<file path="config.mk">
export PLATFORM = sky130hd
export DESIGN_NAME = sync_word_detector
export DESIGN_NICKNAME = d
export VERILOG_FILES = /design/src/rtl/sync_det_pkg.sv /design/src/rtl/sync_len_mask.sv /design/src/rtl/sync_hist_shift.sv /design/src/rtl/sync_lock_ctrl.sv /design/src/rtl/sync_word_detector.sv
export SDC_FILE = /design/constraint.sdc
export NUM_CORES = 1
export LEC_CHECK = 0
export BUFFER_PORTS_ARGS = -buffer_cell sky130_fd_sc_hd__buf_2
export CORE_MARGIN = 8
export CORE_UTILIZATION = 48
export DETAILED_ROUTE_END_ITERATION = 12
export HOLD_SLACK_MARGIN = 0.12
export PLACE_DENSITY = 0.75
export SKIP_LAST_GASP = 1
export SLEW_MARGIN = 20
export SYNTH_ARGS = -nofsm -noshare
export SYNTH_HDL_FRONTEND = slang
export SYNTH_SLANG_ARGS = --single-unit
</file>
<file path="constraint.sdc">
create_clock -name clk -period 2 [get_ports clk]
set_input_delay 0.4 -clock clk [delete_from_list [all_inputs] [get_ports clk]]
set_output_delay 0.4 -clock clk [all_outputs]
set_load 0.02 [all_outputs]
</file>
<file path="src/rtl/sync_det_pkg.sv">
package sync_det_pkg;

  typedef enum logic [2:0] {
    LEN_6  = 3'd0,
    LEN_8  = 3'd1,
    LEN_12 = 3'd2,
    LEN_16 = 3'd3,
    LEN_21 = 3'd4,
    LEN_24 = 3'd5
  } sync_len_e;

  // Map a length code to a bit count; unlisted codes select the longest word.
  function automatic int unsigned sync_len_bits(input logic [2:0] code);
    case (code)
      LEN_6:   return 6;
      LEN_8:   return 8;
      LEN_12:  return 12;
      LEN_16:  return 16;
      LEN_21:  return 21;
      default: return 24;
    endcase
  endfunction

endpackage

</file>
<file path="src/rtl/sync_len_mask.sv">
module sync_len_mask
  import sync_det_pkg::*;
#(
  parameter int HIST_W = 24,
  parameter int CNT_W  = $clog2(HIST_W + 1)
) (
  input  logic [2:0]        len_sel,
  output logic [HIST_W-1:0] cmp_mask,
  output logic [CNT_W-1:0]  need_bits
);

  int unsigned len_i;

  always_comb begin
    len_i = sync_len_bits(len_sel);
    if (len_i > HIST_W) len_i = HIST_W;
    need_bits = CNT_W'(len_i);
  end

  // One enable bit per history position: active when below the word length.
  for (genvar i = 0; i < HIST_W; i++) begin : g_mask
    assign cmp_mask[i] = (len_i > i);
  end

endmodule

</file>
<file path="src/rtl/sync_hist_shift.sv">
module sync_hist_shift #(
  parameter int HIST_W = 24,
  parameter int CNT_W  = $clog2(HIST_W + 1)
) (
  input  logic              clk,
  input  logic              rst_n,
  input  logic              clear,
  input  logic              shift,
  input  logic              bit_in,
  output logic [HIST_W-1:0] hist_nxt,
  output logic [CNT_W-1:0]  fill_nxt,
  output logic [CNT_W-1:0]  fill_q
);

  localparam logic [CNT_W-1:0] FILL_MAX = CNT_W'(HIST_W);

  logic [HIST_W-2:0] hist_q;

  // Newest bit enters at position 0; the oldest kept bit falls off the top.
  assign hist_nxt = {hist_q, bit_in};
  assign fill_nxt = (fill_q == FILL_MAX) ? fill_q : fill_q + 1'b1;

  always_ff @(posedge clk) begin
    if (!rst_n || clear) begin
      hist_q <= '0;
      fill_q <= '0;
    end else if (shift) begin
      hist_q <= hist_nxt[HIST_W-2:0];
      fill_q <= fill_nxt;
    end
  end

  assert_clear_empties_R8: assert property (@(posedge clk) disable iff (!rst_n)
    clear |=> (fill_q == '0));

  assert_fill_bounded_R5: assert property (@(posedge clk) disable iff (!rst_n)
    fill_q <= FILL_MAX);

endmodule

</file>
<file path="src/rtl/sync_lock_ctrl.sv">
module sync_lock_ctrl (
  input  logic clk,
  input  logic rst_n,
  input  logic enable,
  input  logic rearm,
  input  logic accept,
  input  logic hit,
  output logic found,
  output logic locked,
  output logic pay_start
);

  logic marked;

  always_ff @(posedge clk) begin
    if (!rst_n || !enable || rearm) begin
      found     <= 1'b0;
      locked    <= 1'b0;
      pay_start <= 1'b0;
      marked    <= 1'b0;
    end else begin
      found     <= hit;
      if (hit) locked <= 1'b1;
      pay_start <= accept && locked && !marked;
      if (accept && locked) marked <= 1'b1;
    end
  end

  assert_found_single_R4: assert property (@(posedge clk) disable iff (!rst_n)
    found |=> !found);

  assert_found_with_lock_R4: assert property (@(posedge clk) disable iff (!rst_n)
    found |-> locked);

  assert_lock_holds_R6: assert property (@(posedge clk) disable iff (!rst_n)
    (locked && enable && !rearm) |=> locked);

  assert_no_hit_locked_R6: assert property (@(posedge clk) disable iff (!rst_n)
    locked |-> !hit);

  assert_rearm_unlocks_R7: assert property (@(posedge clk) disable iff (!rst_n)
    rearm |=> !locked);

  assert_payload_after_lock_R9: assert property (@(posedge clk) disable iff (!rst_n)
    pay_start |-> $past(locked));

  assert_payload_single_R9: assert property (@(posedge clk) disable iff (!rst_n)
    pay_start |=> !pay_start);

endmodule

</file>
<file path="src/rtl/sync_word_detector.sv">
module sync_word_detector #(
  parameter int HIST_W = 24,
  parameter int LEN_W  = 3
) (
  input  logic              clk,
  input  logic              rst_n,
  input  logic              enable,
  input  logic              in_valid,
  output logic              in_ready,
  input  logic              in_bit,
  input  logic [HIST_W-1:0] sync_pattern,
  input  logic [LEN_W-1:0]  len_sel,
  input  logic              rearm,
  output logic              sync_found,
  output logic              sync_locked,
  output logic              payload_start
);

  localparam int CNT_W = $clog2(HIST_W + 1);

  logic [HIST_W-1:0] cmp_mask;
  logic [HIST_W-1:0] hist_nxt;
  logic [CNT_W-1:0]  need_bits;
  logic [CNT_W-1:0]  fill_nxt;
  logic [CNT_W-1:0]  fill_q;
  logic              accept;
  logic              shift;
  logic              word_eq;
  logic              hit;

  assign in_ready = enable && !rearm;
  assign accept   = in_valid && in_ready;
  assign shift    = accept && !sync_locked;

  sync_len_mask #(.HIST_W(HIST_W), .CNT_W(CNT_W)) u_mask (
    .len_sel   (len_sel),
    .cmp_mask  (cmp_mask),
    .need_bits (need_bits)
  );

  sync_hist_shift #(.HIST_W(HIST_W), .CNT_W(CNT_W)) u_hist (
    .clk      (clk),
    .rst_n    (rst_n),
    .clear    (!in_ready),
    .shift    (shift),
    .bit_in   (in_bit),
    .hist_nxt (hist_nxt),
    .fill_nxt (fill_nxt),
    .fill_q   (fill_q)
  );

  // Compare against the history as it will stand once this bit is shifted in.
  assign word_eq = ((hist_nxt ^ sync_pattern) & cmp_mask) == '0;
  assign hit     = shift && word_eq && (fill_nxt >= need_bits);

  sync_lock_ctrl u_ctrl (
    .clk       (clk),
    .rst_n     (rst_n),
    .enable    (enable),
    .rearm     (rearm),
    .accept    (accept),
    .hit       (hit),
    .found     (sync_found),
    .locked    (sync_locked),
    .pay_start (payload_start)
  );

  assert_match_needs_fill_R5: assert property (@(posedge clk) disable iff (!rst_n)
    sync_found |-> (fill_q >= need_bits));

  assert_idle_keeps_state_R10: assert property (@(posedge clk) disable iff (!rst_n)
    (!in_valid && enable && !rearm) |=> (!sync_found && $stable(sync_locked) && $stable(fill_q)));

endmodule

</file>
* Word level (Yosys, flattened, before mapping)
Index checks and enable logic that the tools add are counted.
** Cells by class
- Bitwise logic cells :: 2
- Muxes and demuxes :: 3
- Reduce and logical (&&, ||, !) cells :: 18
- Equality and inequality tests :: 5
- $lt $le $gt $ge :: 26
- $add $sub $neg :: 1
** Operators by type and width (count)
- > comparator 5 bit, second input constant :: 9
- > comparator 5 x 4 -> 1 bit, second input constant :: 8
- one-hot mux 5 bit (5 select lines) :: 1
- bitwise AND 24 bit :: 1
- logical NOT 24 bit :: 1
- XOR 24 bit :: 1
- > comparator 5 x 3 -> 1 bit, second input constant :: 4
- > comparator 5 x 1 -> 1 bit, second input constant :: 2
- > comparator 5 x 2 -> 1 bit, second input constant :: 2
- two-way mux 5 bit :: 2
- logical AND 1 bit :: 7
- == test 3 x 2 -> 1 bit, second input constant :: 2
- logical NOT 1 bit :: 6
- adder 5 x 1 -> 5 bit, second input constant :: 1
- == test 5 bit, second input constant :: 1
- greater-or-equal comparator 5 bit :: 1
- == test 3 x 1 -> 1 bit, second input constant :: 1
- == test 3 bit, second input constant :: 1
- logical NOT 3 bit :: 1
- logical OR 1 bit :: 3
** Word-level totals
- Flip-flop bits (word level) :: 32
- Bits of input ports :: 33
- Output and inout port bits :: 4

* Longest topological paths before layout
Gate-level depths: netlist (run 1).
- Depth after elaboration :: 9
- Depth in mapped cells :: 10
- Gate-level depth less buffers :: 10

* Hierarchy
A second synthesis (run 1) with hierarchy kept.
** Second synthesis, totals
- Cells, all modules :: 220
- Area total of the unflattened synthesis :: 1975.6 µm²
** By module, submodules not included
- sync_hist_shift :: cells each 111, instances 1, area each 1118.6 µm²
- sync_word_detector :: cells each 61, instances 1, area each 483.0 µm²
- sync_len_mask :: cells each 35, instances 1, area each 236.5 µm²
- sync_lock_ctrl :: cells each 13, instances 1, area each 137.6 µm²

* Worst setup path before layout (run 1)
OpenSTA, ideal clock, no wires.
- Kind :: register to register
- Start :: register u_hist.fill_q[0]
- End :: register u_ctrl.locked
- Stages on the path, launching flop included :: 11
- Path slack :: -0.099 ns
- Required time :: 1.872 ns
- Library setup time :: 0.128 ns
- Path buffers :: 0
- Data arrival time :: 1.971 ns
- Path through :: dfxtp_1 inv_1 ha_1 nand4b_1 xnor2_1 ha_1 nand2b_1 a21o_1 a211o_1 a21oi_1 o22ai_2
** Between the ends
- Cells in the longest elaborated chain, start to end :: 4
- Elaborated cells between the ends (all ways) :: 5
- Those cells by class :: 1 x add/sub; 1 x order compare; 1 x eq/ne; 1 x mux; 1 x reduce/logical
** RTL lines
- start: declaration :: line sync_hist_shift.sv:12 : output logic [CNT_W-1:0] fill_q
- start signal: assignment :: line sync_hist_shift.sv:29 : fill_q <= fill_nxt;
- adder 5 x 1 -> 5 bit or == test 5 bit (tied branches) :: line sync_hist_shift.sv:21 : assign fill_nxt = (fill_q == FILL_MAX) ? fill_q : fill_q + 1'b1;
- two-way mux 5 bit * :: line sync_hist_shift.sv:21
- greater-or-equal comparator 5 bit * :: line sync_word_detector.sv:54 : assign hit = shift && word_eq && (fill_nxt >= need_bits);
- logical AND 1 bit * :: line sync_word_detector.sv:54
- end signal: assignment :: line sync_lock_ctrl.sv:18 : locked <= 1'b0;
- end signal: assignment :: line sync_lock_ctrl.sv:23 : if (hit) locked <= 1'b1;
- end: declaration :: line sync_lock_ctrl.sv:9 : output logic locked,
Mark *: on every way between the ends. The rest lies on a longest branch, timed or not.
A chain may end at the register's enable or synchronous reset.

* Worst setup path after layout (run 1)
- Start :: register u_hist.fill_q[1]
- End :: register u_ctrl.locked
Same word-level chain as after synthesis.

==> results by group, run 1 <==
Detailed routing
  – # DRC: 0
  – Vias per cell: 4.87
  – First-pass detailed-route iteration total: 4
  – Routed WL per cell: 12.1 µm
  – Final wirelength: 3600 µm
  – Via count: 1,455
  – Initial detailed-routing violation count: 85
  – Final ANT Viol Nets: 0

Global routing
  – GRT busiest layer: met2
  – GRT Residual Overflow: 0
  – Met1 Track Usage GR: 17.1%
  – Initial antenna violation count: 0
  – Pin count of the biggest net entering global routing: 32
  – M2 GR Usage: 22.2%
  – Vias in the first global route: 1,388
  – Met3 GRT Util: 3.99%
  – First-pass GRT wire length: 6010 µm
  – GRT Total Usage: 14.0%

Worst setup path
  – CP Capture Type: flip-flop
  – Crit path arrival time: 2280 ps
  – Top delay family on crit path: compound AO/OA/AOI/OAI gates
  – Worst Path Max Fanout: 5
  – Startpoint Class: flip-flop
  – WS Path Type: reg2reg
  – Worst path cell trace: inv_2 -> ha_4 -> nand4b_1 -> xnor2_1 -> ha_1 -> nand2b_4 -> a21o_1 -> a211o_1 -> a21oi_2 -> o22ai_2
  – CP Buf/Inv Count: 1
  – Worst EP required: 2220 ps
  – CP max-delay cell: dfxtp_2
  – Max incr delay on CP: 340 ps

Placed design
  – Dpl ws: -87.6 ps
  – Port Buffers: 36
  – Cell Area, Placed: 1980 µm²
  – Dpl hpwl: 2700 µm
  – GPL Wtd Cong: 0.795

Timing
  – Final Worst Setup Slack: -60.9 ps
  – Max Transition Viols Final: 0
  – Final min period: 2060 ps
  – Slew margin rel.: 78.4%
  – Slew at the pin closest to its max-slew limit: 323 ps
  – Final worst-path cycle share: 103%
  – Final setup skew: 5.48 ps
  – Endpoints failing setup: 2
  – Fmax: 0.485 GHz
  – RSZ-0062 raised after global routing: true
  – Hold violation count in the final report: 0

Finish
  – Antenna Cells: 0
  – Layout area overhead: 25.6%
  – Area of the multi-input gates: 983 µm²
  – Layout cells sized above 1: 28.5%
  – Final instance area: 2070 µm²
  – Post-layout nets: 292
  – Reg area: 643 µm²
  – Final core utilization: 62.6%
  – FILL cells: 308

Power
  – Worst IR Drop VDD: 365 µV
  – Leak: 0.000817 µW
  – Pwr Density: 561 nW/µm²

Yosys
  – Mean post-synth cell area: 8.25 µm²
  – Post-synth top area share: 38.8%
  – Main flop type after synthesis: dfxtp_1
  – Synth Cell Area: 1650 µm²
  – Synth Instances: 200
  – Cell taking the most area after synthesis: dfxtp_1
  – Count leader, synth: nand2_1
  – Synth Warn #: 0
  – Post-synthesis sequential area ratio: 38.8%
  – EDFF count, synth: 0
  – Most area-consuming cells after synthesis: dfxtp_1 (39%), nand2_1 (12%), a21oi_1 (8.8%), xor2_1 (8.0%), xnor2_1 (7.4%)
  – FFs w/ async S/R, synth: 0%
  – Post-synth top cells: nand2_1 (51), dfxtp_1 (32), a21oi_1 (29), xor2_1 (15), xnor2_1 (14)
  – Syn Nets: 240
  – Unique masters post-synth: 35
  – #FFs+latches synth: 32

Die
  – Total core area: 3310 µm²
  – Die area: 5570 µm²
  – IO Count: 37
  – Die W: 74.6 µm
  – Rows: 21
  – Initial Utilization: 49.8%
  – Die Y-Extent: 74.6 µm

Run status
  – Outcome: finished with violations
  – Failing checks: negative setup slack

Clock tree
  – CTS tree: built
  – Clock Root Buffer: clkbuf_4
  – Clk sinks: 32
  – CTS Hold Bufs: 0
  – Clock-pin slew on the worst setup and hold paths: 100 ps
  – H-tree depth: 2
  – Clock buffer depth: 2
  – Insertion delay to the later sink of the worst-skew pair: 330 ps
  – Num CTS Buffers: 5

Job
  – Maxcap violations: 0

Min path
  – HP Class: in2reg
per-stage QoR:
stage                     instances  power (µW)  TNS (ps)  hold slack [ps]
final                           299        1160     -90.6              320
after global routing            299        1210      -359              315
after CTS                       298        1170      -126              312
after detailed placement        288         781      -141              409
after global placement          288         780     -36.0              408
after floorplan                 200         718         0              398
final timing paths:
check / from / end / slack (ps) / cells past startpoint
setup reg to reg: u_hist.fill_q[1] / u_ctrl.locked / -60 / 10
hold reg to reg: u_ctrl.marked / u_ctrl.pay_start / 430 / 1
setup / recovery: u_hist.fill_q[1] / u_ctrl.locked / -60 / 10
hold / removal: in_bit / u_hist.hist_q[0] / 320 / 3
sequential cells by signal, summed over array words and instances (netlist names):
signal / flops
u_ctrl.found: 1
u_hist.hist_q: 23
u_ctrl.pay_start: 1
u_ctrl.marked: 1
u_hist.fill_q: 5
u_ctrl.locked: 1
timing repair:
action | in CTS | in global routing
buffers inserted | 2 | 1
pin swaps | 3 | 1
gates resized for setup | 2 | 0
setup endpoints to repair | 2 | 2
layout by cell type, fill, tap and decap left out, drive strengths merged, types with 3 or more instances in the layout:
cell,synthesis,layout
a21oi,29,29
buf,5,54
clkbuf,4,6
dfxtp,32,32
ha,7,7
inv,3,3
nand2,51,51
nand3,3,3
nor2,5,5
o21ai,5,5
or3,3,3
xnor2,14,14
xor2,15,15
tightest hold or removal path: stages:
cell and delay, ps:
buf_2 110, nand2_1 50, a21oi_1 50
cell type report:
type / count / area share, %
Multi-Input combinational cell: 156 / 47.5
Sequential cell: 32 / 31.0
Timing Repair Buffer: 54 / 15.2
Tap cell: 46 / 2.78
Clock buffer: 6 / 2.48
Inverter: 3 / 0.543
Clock inverter: 2 / 0.483
power breakdown:
| group | switching (µW) | total [µW] | internal [µW] | leakage (µW) |
|---|---|---|---|---|
| clock | 227 | 394 | 167 | 0.0000380 |
| combinational | 65.8 | 129 | 63.7 | 0.000520 |
| sequential | 0.406 | 638 | 637 | 0.000259 |
kinds of logic after synthesis:
| logic type | synth area share [%] |
|---|---|
| adder cells (fa/ha/maj) | 5.31 |
| XOR/XNOR | 15.4 |
| AO/OA/AOI/OAI | 16.2 |
| flip-flops | 38.8 |
| AND/OR/NAND/NOR | 21.3 |
| buffers and inverters | 2.96 |
layer usage:
metal	wire length [µm]	share of wire (%)
met4	63	1.7
met3	169	4.7
met2	1670	46
met5	0	0
met1	1700	47
Power figures use the tool's default switching activity.
==> inputs of run 2 (changes only) <==
--- a/config.mk
+++ b/config.mk
@@ -7,12 +7,14 @@
 export LEC_CHECK = 0
 export BUFFER_PORTS_ARGS = -buffer_cell sky130_fd_sc_hd__buf_2
 export CORE_MARGIN = 8
-export CORE_UTILIZATION = 48
+export CORE_UTILIZATION = 52
+export CTS_BUF_LIST = sky130_fd_sc_hd__clkbuf_2 sky130_fd_sc_hd__clkbuf_4 sky130_fd_sc_hd__clkbuf_8
 export DETAILED_ROUTE_END_ITERATION = 12
 export HOLD_SLACK_MARGIN = 0.12
-export PLACE_DENSITY = 0.75
+export PLACE_DENSITY = 0.78
 export SKIP_LAST_GASP = 1
 export SLEW_MARGIN = 20
 export SYNTH_ARGS = -nofsm -noshare
 export SYNTH_HDL_FRONTEND = slang
+export SYNTH_HIERARCHICAL = 1
 export SYNTH_SLANG_ARGS = --single-unit
==> constraint.sdc (replaced) <==
create_clock -name clk -period 2 [get_ports clk]
set_input_delay 0.4 -clock clk [delete_from_list [all_inputs] [get_ports clk]]
set_output_delay 0.4 -clock clk [all_outputs]
set_load 0.005 [all_outputs]
==> results by group, run 2 <==
Run status
  – Outcome: finished with violations (unchanged)
  – Failing checks: negative setup slack (unchanged)

Yosys
  – Count leader, synth: dfxtp_1 (was nand2_1)
  – Unique masters post-synth: 41 (was 35)
  – Main flop type after synthesis: dfxtp_1 (unchanged)
  – Post-synth top cells: dfxtp_1 (32), nor2_1 (31), xor2_1 (26), mux2i_1 (24), inv_1 (11) (was nand2_1 (51), dfxtp_1 (32), a21oi_1 (29), xor2_1 (15), xnor2_1 (14))
  – Synth Instances: 220 (was 200)
  – Post-synthesis sequential area ratio: 32.4% (was 38.8%)
  – Synth Warn #: 6 (was 0)
  – #FFs+latches synth: 32 (unchanged)
  – FFs w/ async S/R, synth: 0% (unchanged)
  – Most area-consuming cells after synthesis: dfxtp_1 (32%), mux2i_1 (12%), xor2_1 (12%), nor2_1 (5.9%), ha_1 (4.4%) (was dfxtp_1 (39%), nand2_1 (12%), a21oi_1 (8.8%), xor2_1 (8.0%), xnor2_1 (7.4%))
  – Post-synth top area share: 32.4% (was 38.8%)
  – Mean post-synth cell area: 8.98 µm² (was 8.25 µm²)
  – EDFF count, synth: 0 (unchanged)
  – Synth Cell Area: 1980 µm² (was 1650 µm²)
  – Cell taking the most area after synthesis: dfxtp_1 (unchanged)

Finish
  – Most common cell after layout, fill and taps aside: buf_2 (was nand2_1)
  – Antenna Cells: 0 (unchanged)
  – Post-layout nets: 302 (was 292)
  – Final instance area: 2340 µm² (was 2070 µm²)
  – Layout cells sized above 1: 31.3% (was 28.5%)
  – Most frequent cells in the layout: buf_2 (36), nor2_1 (31), dfxtp_1 (30) (was nand2_1 (51), buf_2 (36), dfxtp_1 (30))
  – Cell Count, Final, Fillers Out: 310 (was 299)
  – Layout area overhead: 18.2% (was 25.6%)
  – Biggest register: u_hist/hist_q (was u_hist.hist_q)
  – Max FFs per register: 23 (unchanged)
  – Largest regs: u_hist/hist_q (23), u_hist/fill_q (5) (was u_hist.hist_q (23), u_hist.fill_q (5))

Detailed routing
  – Routed WL per cell: 13.2 µm (was 12.1 µm)
  – Met1 WL: 1760 µm (was 1700 µm)
  – Met3 WL: 150 µm (was 169 µm)
  – Vias per cell: 5.01 (was 4.87)
  – Initial detailed-routing violation count: 71 (was 85)
  – # DRC: 0 (unchanged)
  – Final wirelength: 4100 µm (was 3600 µm)
  – First-pass detailed-route iteration total: 4 (unchanged)
  – DR WL met2: 2100 µm (was 1670 µm)
  – Via count: 1,553 (was 1,455)
  – DR top layer: met4 (unchanged)
  – Final ANT Viol Nets: 0 (unchanged)

Die
  – Initial Utilization: 54.0% (was 49.8%)
  – IO Count: 37 (unchanged)
  – Die area: 6030 µm² (was 5570 µm²)
  – Rows: 22 (was 21)
  – Die Y-Extent: 77.6 µm (was 74.6 µm)
  – Total core area: 3660 µm² (was 3310 µm²)
  – Die W: 77.6 µm (was 74.6 µm)

Placed design
  – GPL Wtd Cong: 0.824 (was 0.795)
  – Dpl hpwl: 3070 µm (was 2700 µm)
  – Cell Area, Placed: 2210 µm² (was 1980 µm²)
  – Dpl cells: 302 (was 288)
  – Port Buffers: 36 (unchanged)

Timing
  – Final Worst Setup Slack: -48.6 ps (was -60.9 ps)
  – Setup TNS: -65.2 ps (was -90.6 ps)
  – Final min period: 2050 ps (was 2060 ps)
  – Max Transition Viols Final: 0 (unchanged)
  – Fmax: 0.488 GHz (was 0.485 GHz)
  – Final setup skew: 6.47 ps (was 5.48 ps)
  – Hold violation count in the final report: 0 (unchanged)
  – Final worst-path cycle share: 102% (was 103%)
  – RSZ-0062 raised after global routing: true (unchanged)
  – Endpoints failing setup: 2 (unchanged)

Global routing
  – GRT Total Usage: 13.9% (was 14.0%)
  – Initial antenna violation count: 0 (unchanged)
  – First-pass GRT wire length: 6850 µm (was 6010 µm)
  – GRT Residual Overflow: 0 (unchanged)
  – Vias in the first global route: 1,553 (was 1,388)
  – Pin count of the biggest net entering global routing: 29 (was 32)

Job
  – Maxcap violations: 0 (unchanged)

Power
  – Leak: 0.00102 µW (was 0.000817 µW)
  – Clock power frac: 36.7% (was 33.9%)
  – Sequential power share: 50.0% (was 54.9%)
  – Sw Share: 23.7% (was 25.2%)
  – Sw Pwr: 303 µW (was 293 µW)
  – P_int: 972 µW (was 868 µW)
  – Worst IR Drop VDD: 456 µV (was 365 µV)
  – Comb pwr share: 13.3% (was 11.1%)
  – Pwr Density: 546 nW/µm² (was 561 nW/µm²)

Worst setup path
  – Crit path arrival time: 2270 ps (was 2280 ps)
  – Startpoint Class: flip-flop (unchanged)
  – Worst EP required: 2220 ps (about the same)
  – CP Capture Type: flip-flop (unchanged)
  – Worst Path Max Fanout: 3 (was 5)
  – WS Path Type: reg2reg (unchanged)

Clock tree
  – Clk sinks: 32 (unchanged)
  – Clock buffer depth: 2 (unchanged)
  – CTS tree: built (unchanged)
  – Insertion delay to the later sink of the worst-skew pair: 280 ps (was 330 ps)
  – Num CTS Buffers: 5 (unchanged)
  – Clock-pin slew on the worst setup and hold paths: 60 ps (was 100 ps)
  – H-tree depth: 2 (unchanged)
  – Clock Root Buffer: clkbuf_8 (was clkbuf_4)

Min path
  – HP Class: in2reg (unchanged)
-- run 2: changes by cell type after synthesis, sizes merged, moves of 4 or more --
cell   previous run  this run
inv               3        12
xnor2            14         4
a22oi             0         6
mux2i             0        24
xor2             15        26
or2               0         4
nand2            51         6
a21oi            29         6
nor2              5        32
buf               5        17
-- run 2: critical path, stage by stage, from the launching register on --
cell and delay (ps):
dfxtp_2 320, inv_2 60, ha_4 120, and4b_4 260
xnor2_2 110, inv_1 60, ha_1 260, nor2b_1 40
o21ai_1 120, nand3_1 120, a2111oi_4 340, nor2_1 90
nor2_1 100
-- run 2: power by group through the flow --
stage	registers [µW]	logic [µW]	clock network, µW
after CTS	638	170	485
after global placement	652	165	0
after detailed placement	652	168	0
after floorplan	652	117	0
final	638	170	467
after global routing	637	188	517
-- run 2: path summary, 6_finish.rpt --
| kind | startpoint | endpoint | slack, ps | cells after the start |
|---|---|---|---|---|
| worst max-delay path | u_hist/fill_q[0] | u_ctrl/locked | -50 | 12 |
| worst min-delay path | enable | u_ctrl/found | 410 | 3 |
| worst max register to register | u_hist/fill_q[0] | u_ctrl/locked | -50 | 12 |
| worst min register to register | u_ctrl/marked | u_ctrl/pay_start | 440 | 1 |
-- run 2: layout make-up --
cell class              count  area (µm²)
clock inverters             1        5.00
flip-flops and latches     32         643
well taps                  48        60.1
fillers                   319        1330
clock buffers               6        76.3
multi-input cells         157        1190
inverters                  12        45.0
repair buffers             54         315
-- run 2: repair_timing --
item	in CTS	in global routing
buffers inserted	0	1
pin swaps	0	0
hold buffers	0	0
gates resized for setup	2	6
endpoints found under the setup margin	2	2
-- run 2: kinds of logic (layout without fill, tap and decap cells) --
kind of cell,Yosys count,in the layout,share of synthesized area [%]
and+or+nand+nor,62,62,16.3
muxes,24,24,12.2
adders and majority gates,7,7,4.43
xor gates and xnor gates,30,30,13.3
AOI/OAI and AO/OA,28,28,11.1
buffers and inverters,36,73,10.0
DFF,32,32,32.4
other,1,6,0.190
-- run 2: routing by layer --
metal,vias to the layer above,GRT usage (%)
met1,713,15.0
met4,0,6.60
li1,805,-
met2,26,24.6
met3,9,3.57
met5,-,0
-- run 2: per-stage QoR --
step | hold slack (ps) | util [%] | worst slack [ps] | power [µW]
2_1_floorplan | 409 | - | 2.96 | 770
3_5_place_dp | 426 | 60.4 | -84.4 | 820
3_3_place_gp | 419 | 60.4 | -58.2 | 817
4_1_cts | 400 | 63.2 | -31.7 | 1290
5_1_grt | 403 | 63.8 | -159 | 1340
6_report | 408 | 63.8 | -48.6 | 1280
